File: config.mk
export PLATFORM = sky130hd
export DESIGN_NAME = dcache_maint_ctrl
export DESIGN_NICKNAME = d
export VERILOG_FILES = /design/src/rtl/dcm_pkg.sv /design/src/rtl/dcm_decode.sv /design/src/rtl/dcm_tag_store.sv /design/src/rtl/dcm_wb_port.sv /design/src/rtl/dcache_maint_ctrl.sv
export SDC_FILE = /design/constraint.sdc
export NUM_CORES = 2
export LEC_CHECK = 0
export BUFFER_PORTS_ARGS = -buffer_cell sky130_fd_sc_hd__buf_2
export CORE_MARGIN = 2
export CORE_UTILIZATION = 35
export DETAILED_ROUTE_END_ITERATION = 10
export HOLD_SLACK_MARGIN = 0.05
export PLACE_DENSITY = 0.56
export RECOVER_POWER = 100
export SYNTH_ARGS = -nofsm -noshare
export SYNTH_HDL_FRONTEND = slang
export SYNTH_SLANG_ARGS = --single-unit
File: constraint.sdc
create_clock -name clk -period 10.85 [get_ports clk]
set_clock_uncertainty 0.1 [all_clocks]
set_input_delay 0 -clock clk [delete_from_list [all_inputs] [get_ports clk]]
set_output_delay 0 -clock clk [all_outputs]
set_load 0.01 [all_outputs]
File: src/rtl/dcm_pkg.sv
package dcm_pkg;
  typedef enum logic [2:0] {
    OP_INV_ALL,
    OP_INV_LINE,
    OP_CLEAN,
    OP_DRAIN,
    OP_ALLOC,
    OP_BAD
  } dcm_op_e;

  typedef enum logic [1:0] {
    ST_IDLE,
    ST_WAIT,
    ST_WB
  } dcm_state_e;
endpackage

File: src/rtl/dcm_decode.sv
module dcm_decode
  import dcm_pkg::*;
(
  input  logic [3:0] crm,
  input  logic [2:0] op2,
  output dcm_op_e    op
);
  always_comb begin
    unique case ({crm, op2})
      7'b0110_000: op = OP_INV_ALL;
      7'b0110_001: op = OP_INV_LINE;
      7'b1010_001: op = OP_CLEAN;
      7'b1010_100: op = OP_DRAIN;
      7'b0010_101: op = OP_ALLOC;
      default:     op = OP_BAD;
    endcase
  end
endmodule

File: src/rtl/dcm_tag_store.sv
module dcm_tag_store #(
  parameter int SETS  = 64,
  parameter int TAG_W = 21,
  localparam int IDX_W = $clog2(SETS)
) (
  input  logic             clk,
  input  logic             rst_n,
  input  logic [IDX_W-1:0] rd_idx,
  output logic             rd_valid,
  output logic             rd_dirty,
  output logic [TAG_W-1:0] rd_tag,
  input  logic             clr_all,
  input  logic             wr_en,
  input  logic [IDX_W-1:0] wr_idx,
  input  logic             wr_valid,
  input  logic             wr_dirty,
  input  logic [TAG_W-1:0] wr_tag
);
  logic [SETS-1:0]  valid_q;
  logic [SETS-1:0]  dirty_q;
  logic [TAG_W-1:0] tag_q [SETS];

  assign rd_valid = valid_q[rd_idx];
  assign rd_dirty = dirty_q[rd_idx];
  assign rd_tag   = tag_q[rd_idx];

  always_ff @(posedge clk or negedge rst_n) begin
    if (!rst_n) begin
      valid_q <= '0;
      dirty_q <= '0;
    end else if (clr_all) begin
      valid_q <= '0;
      dirty_q <= '0;
    end else if (wr_en) begin
      valid_q[wr_idx] <= wr_valid;
      dirty_q[wr_idx] <= wr_dirty;
    end
  end

  always_ff @(posedge clk) begin
    if (wr_en) tag_q[wr_idx] <= wr_tag;
  end
endmodule

File: src/rtl/dcm_wb_port.sv
module dcm_wb_port #(
  parameter int ADDR_W = 32
) (
  input  logic              clk,
  input  logic              rst_n,
  input  logic              load,
  input  logic [ADDR_W-1:0] addr_in,
  output logic              wb_valid,
  input  logic              wb_ready,
  output logic [ADDR_W-1:0] wb_addr,
  output logic              done
);
  assign done = wb_valid && wb_ready;

  always_ff @(posedge clk or negedge rst_n) begin
    if (!rst_n) begin
      wb_valid <= 1'b0;
      wb_addr  <= '0;
    end else if (load) begin
      wb_valid <= 1'b1;
      wb_addr  <= addr_in;
    end else if (done) begin
      wb_valid <= 1'b0;
    end
  end
endmodule

File: src/rtl/dcache_maint_ctrl.sv
module dcache_maint_ctrl
  import dcm_pkg::*;
#(
  parameter int ADDR_W = 32,
  parameter int LINE_B = 32,
  parameter int SETS   = 64
) (
  input  logic              clk,
  input  logic              rst_n,
  input  logic              cache_en,
  input  logic              mem_idle,
  input  logic              data_par_err,
  input  logic              cmd_valid,
  output logic              cmd_ready,
  input  logic [3:0]        cmd_crm,
  input  logic [2:0]        cmd_op2,
  input  logic [ADDR_W-1:0] cmd_data,
  input  logic              acc_valid,
  output logic              acc_ready,
  input  logic              acc_store,
  input  logic [ADDR_W-1:0] acc_addr,
  output logic              acc_resp_valid,
  output logic              acc_hit,
  output logic              wb_valid,
  input  logic              wb_ready,
  output logic [ADDR_W-1:0] wb_addr,
  output logic              busy,
  output logic              cmd_illegal,
  output logic              parity_fault
);
  localparam int OFF_W = $clog2(LINE_B);
  localparam int IDX_W = $clog2(SETS);
  localparam int TAG_W = ADDR_W - OFF_W - IDX_W;

  dcm_state_e       state, nxt_state;
  dcm_op_e          cur_op, dec_op;
  logic [IDX_W-1:0] cur_idx, rd_idx;
  logic [TAG_W-1:0] cur_tag, lk_tag, rd_tag, wr_tag;
  logic             rd_valid, rd_dirty, hit;
  logic             clr_all, wr_en, wr_valid, wr_dirty;
  logic             wb_load, wb_done;
  logic             cmd_fire, acc_fire;
  logic [ADDR_W-1:0] wb_addr_in;
  logic             unused_low;

  assign unused_low = ^{cmd_data[OFF_W-1:0], acc_addr[OFF_W-1:0]};

  dcm_decode u_dec (.crm(cmd_crm), .op2(cmd_op2), .op(dec_op));

  assign cmd_ready = (state == ST_IDLE);
  assign acc_ready = (state == ST_IDLE) && !cmd_valid;
  assign cmd_fire  = cmd_valid && cmd_ready;
  assign acc_fire  = acc_valid && acc_ready;
  assign busy      = (state != ST_IDLE);

  always_comb begin
    if (state != ST_IDLE) begin
      rd_idx = cur_idx;
      lk_tag = cur_tag;
    end else if (cmd_valid) begin
      rd_idx = cmd_data[OFF_W +: IDX_W];
      lk_tag = cmd_data[ADDR_W-1 -: TAG_W];
    end else begin
      rd_idx = acc_addr[OFF_W +: IDX_W];
      lk_tag = acc_addr[ADDR_W-1 -: TAG_W];
    end
  end

  dcm_tag_store #(.SETS(SETS), .TAG_W(TAG_W)) u_tags (
    .clk(clk), .rst_n(rst_n), .rd_idx(rd_idx),
    .rd_valid(rd_valid), .rd_dirty(rd_dirty), .rd_tag(rd_tag),
    .clr_all(clr_all), .wr_en(wr_en), .wr_idx(rd_idx),
    .wr_valid(wr_valid), .wr_dirty(wr_dirty), .wr_tag(wr_tag)
  );

  assign hit        = rd_valid && (rd_tag == lk_tag);
  assign wb_addr_in = {rd_tag, rd_idx, {OFF_W{1'b0}}};

  dcm_wb_port #(.ADDR_W(ADDR_W)) u_wb (
    .clk(clk), .rst_n(rst_n), .load(wb_load), .addr_in(wb_addr_in),
    .wb_valid(wb_valid), .wb_ready(wb_ready), .wb_addr(wb_addr),
    .done(wb_done)
  );

  always_comb begin
    nxt_state = state;
    clr_all   = 1'b0;
    wr_en     = 1'b0;
    wr_valid  = rd_valid;
    wr_dirty  = rd_dirty;
    wr_tag    = rd_tag;
    wb_load   = 1'b0;
    unique case (state)
      ST_IDLE: begin
        if (cmd_fire) begin
          unique case (dec_op)
            OP_INV_ALL: clr_all = 1'b1;
            OP_INV_LINE: if (hit) begin
              wr_en    = 1'b1;
              wr_valid = 1'b0;
              wr_dirty = 1'b0;
            end
            OP_CLEAN: if (hit && rd_dirty) begin
              wb_load   = 1'b1;
              nxt_state = ST_WB;
            end
            OP_DRAIN, OP_ALLOC: nxt_state = ST_WAIT;
            default: ;
          endcase
        end else if (acc_fire && acc_store && cache_en && hit) begin
          wr_en    = 1'b1;
          wr_dirty = 1'b1;
        end
      end
      ST_WAIT: begin
        if (mem_idle) begin
          if (cur_op == OP_DRAIN || hit) begin
            nxt_state = ST_IDLE;
          end else if (rd_valid && rd_dirty) begin
            wb_load   = 1'b1;
            nxt_state = ST_WB;
          end else begin
            wr_en     = 1'b1;
            wr_valid  = 1'b1;
            wr_dirty  = 1'b0;
            wr_tag    = cur_tag;
            nxt_state = ST_IDLE;
          end
        end
      end
      ST_WB: begin
        if (wb_done) begin
          wr_en     = 1'b1;
          wr_dirty  = 1'b0;
          nxt_state = ST_IDLE;
          if (cur_op == OP_ALLOC) begin
            wr_valid = 1'b1;
            wr_tag   = cur_tag;
          end
        end
      end
      default: nxt_state = ST_IDLE;
    endcase
  end

  always_ff @(posedge clk or negedge rst_n) begin
    if (!rst_n) begin
      state          <= ST_IDLE;
      cur_op         <= OP_BAD;
      cur_idx        <= '0;
      cur_tag        <= '0;
      cmd_illegal    <= 1'b0;
      parity_fault   <= 1'b0;
      acc_resp_valid <= 1'b0;
      acc_hit        <= 1'b0;
    end else begin
      state          <= nxt_state;
      cmd_illegal    <= cmd_fire && (dec_op == OP_BAD);
      parity_fault   <= cmd_fire && (dec_op == OP_CLEAN) && hit && data_par_err;
      acc_resp_valid <= acc_fire;
      acc_hit        <= acc_fire && cache_en && hit;
      if (cmd_fire) begin
        cur_op  <= dec_op;
        cur_idx <= rd_idx;
        cur_tag <= lk_tag;
      end
    end
  end
endmodule

==> impl_results.md <==
- Syn_area_per_cell: 15.1 um2
- Max-slew headroom: -258%
- Top post-synthesis cells by area: edfxtp_1, dfrtp_1, mux2i_1
- Antenna violations before repair: 13
- Final slew viol count: 679
- # H-tree levels: 4
- Layout cells sized above 1: 17.0%
- Post-DP Area: 69300 um2
- Post-Syn Area: 64900 um2
- Crit path max fanout: 27
- CP Capture Type: flip-flop
- Routed WL: 240 mm
- Core Box Area: 185000 um2
- Max-cap violations: 21
- Worst path cell trace: inv_1, ha_4, clkbuf_1, a21oi_4, nand2_2, clkbuf_1, o221ai_1, a211o_1, a2111oi_1, nand4_1, xnor2_1, nand4_1, nor4_4, mux2i_4, nand3_1, inv_1
- Die height: 435 um
- Post-Syn Instances: 4303
- DRC violations left: 0
- Post-DR wirelength/cell: 33.3 um
- Post-synth EDFFs: 1344
- Worst setup SP type: flip-flop
- Vias in the first global route: 41300
- Die width: 435 um
- Area grow syn2layout: 15.2%
- DRT Pass-1 Iters: 6
- GRT overflow: 0
- Netlist cell types: 96
- Warnings from Yosys: 0
- Fin crit share: 94.5%
- Clk Latency, worst-skew pair: 0.82 ns
- Clock slew at reported path FFs: 0.06 ns
- Initial DRC Count: 6305
- ANT nets after route: 0
- Fmax: 0.0975 GHz
- Post-placement cell count: 6798
- First-pass GRT wire length: 331 mm
- Most common cell after layout, fill and taps aside: edfxtp_1
- Design area: 74700 um2
- Fin. Hold Viols: 0
- Cell taking the most area after synthesis: edfxtp_1
- Seq cells post-synth: 1536
- Final setup viols: 0
- GP Congestion: 0.893
- CTS max path bufs: 3
- Most used DFF post-synth: edfxtp_1
- Post-synth top area share: 62.2%
- Max incr delay on CP: 1.45 ns
- # nets final: 4656
- PortBufs: 104
- Clock period minus worst slack: 10.26 ns
- CP required: 11.14 ns
- Slew of the pin with the lowest slew margin: 5.37 ns
- HP Class: in2reg
- Die area: 189000 um2
- Kind of critical path: reg2reg
- Number of cell rows: 158
- Slowest cell on crit path: inv_1
- Total track usage: 25.0%
- Setup TNS Final: 0 ns
- Clock tree root buffer cell: clkbuf_16
- Status: finished, violations left
- Failing checks: max-capacitance violations, max-slew violations
- Cell Count, Final, Fillers Out: 7190
- CTS tree: done
- Clock sink count: 1536
- DP Wirelength: 145 mm
- Via Count: 43400
- Pin count of the biggest net entering global routing: 98
- Commonest cells after routing, fill and taps aside: edfxtp_1, nand2_1, mux2i_1, nor3_1, dfrtp_1
- Initial core utilization: 35.1%
- Ys async rst share: 12.5%
- Worst Path Arrival: 10.55 ns
- Ports: 120
- Num CTS Buffers: 162
- Register area share after synthesis: 69.6%
- Via density: 6.04
- Unrepaired setup endpoints after global routing: no
[kinds of logic after synthesis]
family,after synthesis,share of synthesized area [%]
AOI/OAI and AO/OA,987,10.9
xor gates and xnor gates,10,0.135
adders and majority gates,4,0.0771
buffers and inverters,421,3.71
DFF,1536,69.6
muxes,410,8.41
other,1,0.00578
and+or+nand+nor,934,7.12
[cells in the mapped netlist (9+ instances only)]
cell and n:
o32ai_1 27, nor4_1 23, nor2_1 88, buf_1 14, and3_1 9, buf_2 127, o221ai_1 77, nor2b_1 22
a21oi_1 149, a32oi_1 25, nand4_1 14, o211a_1 36, a2111oi_0 11, mux4_2 96, o31ai_1 59, a22oi_1 25
and2_1 15, or3_1 19, o21ai_1 18, nand3_1 93, nand2_1 354, buf_6 42, buf_4 60, a211oi_1 79
o22a_1 16, mux2_2 83, or2_2 10, o21a_1 9, a31oi_1 57, nand3_2 31, clkbuf_1 94, a2bb2oi_1 21
a221oi_1 30, a21o_1 12, a22o_1 9, mux2i_1 221, edfxtp_1 1344, dfrtp_1 190, o22ai_1 93, inv_1 74
nor3_1 213, o21ai_0 129, o311ai_1 30
[routing by layer]
layer / GRT usage (%) / part of all wire (%) / vias up / wire [um]
li1: - / - / 17700 / -
met1: 33.4 / 39 / 22600 / 93300
met2: 37.6 / 44 / 2605 / 107000
met3: 5.67 / 10 / 521 / 24800
met4: 14.1 / 6.3 / 6 / 15100
met5: 0 / 0.017 / - / 41
[sequential cells by signal, indices dropped and copies added, names as in the netlist]
name and cells:
u_tags.valid_q 64, parity_fault 1, acc_hit 1, cur_tag 21, u_tags.dirty_q 64, cur_op 3, cmd_illegal 1, acc_resp_valid 1
u_wb.wb_addr 27, u_tags.tag_q 1344, cur_idx 6, u_wb.wb_valid 1, state 2
[critical path, delay by kind of cell, from the launching register on]
family / cells / cell delay, ns
buf+inv: 4 / 3.09
mux: 1 / 0.63
simple gates: 5 / 2.56
flops: 1 / 0.43
xor+xnor: 1 / 0.47
compound gates: 4 / 1.87
fa+ha+maj: 1 / 0.52
[worst paths after layout]
| kind | startpoint | endpoint | slack [ns] | depth (start not counted) |
|---|---|---|---|---|
| worst max-delay path | state[0] | u_tags.tag_q[1][16] | 0.59 | 16 |
| worst min-delay path | acc_addr[8] | u_wb.wb_addr[8] | 0.19 | 5 |
| worst max register to register | state[0] | u_tags.tag_q[1][16] | 0.59 | 16 |
| worst min register to register | cur_op[2] | cur_op[2] | 0.39 | 2 |
| max in group asynchronous | rst_n | u_tags.valid_q[63] | 4.45 | 4 |
| min in group asynchronous | rst_n | u_tags.valid_q[0] | 2.09 | 4 |
[cell type report]
class / count / area [um2]
clock buffer: 213 / 4330
fill: 17000 / 110000
inverter: 74 / 278
tap: 2480 / 3100
multi-input combinational: 2350 / 17800
timing repair buffer: 448 / 3320
clock inverter: 83 / 764
sequential: 1536 / 45200
antenna: 6 / 15.0
[stage by stage]
step / worst slack [ns] / hold slack, ns / util [%]
floorplan: 3.34 / -0.396 / -
global placement: 1.83 / 0.00142 / 37.5
global route: 0.636 / 0.197 / 40.4
CTS: 1.72 / 0.147 / 40.7
detailed placement: 1.76 / 0.00660 / 37.5
finish: 0.593 / 0.193 / 40.4
[what timing repair did]
item                                   in CTS  in global routing
setup buffers                               0                  0
setup endpoints to repair                   0                  0
resized for setup                           0                  0
endpoints found under the hold margin     190                  0
hold buffers                               90                  0
Power is not shown: default switching activity piles up to over one toggle a cycle in this logic, so the estimate is an artifact.
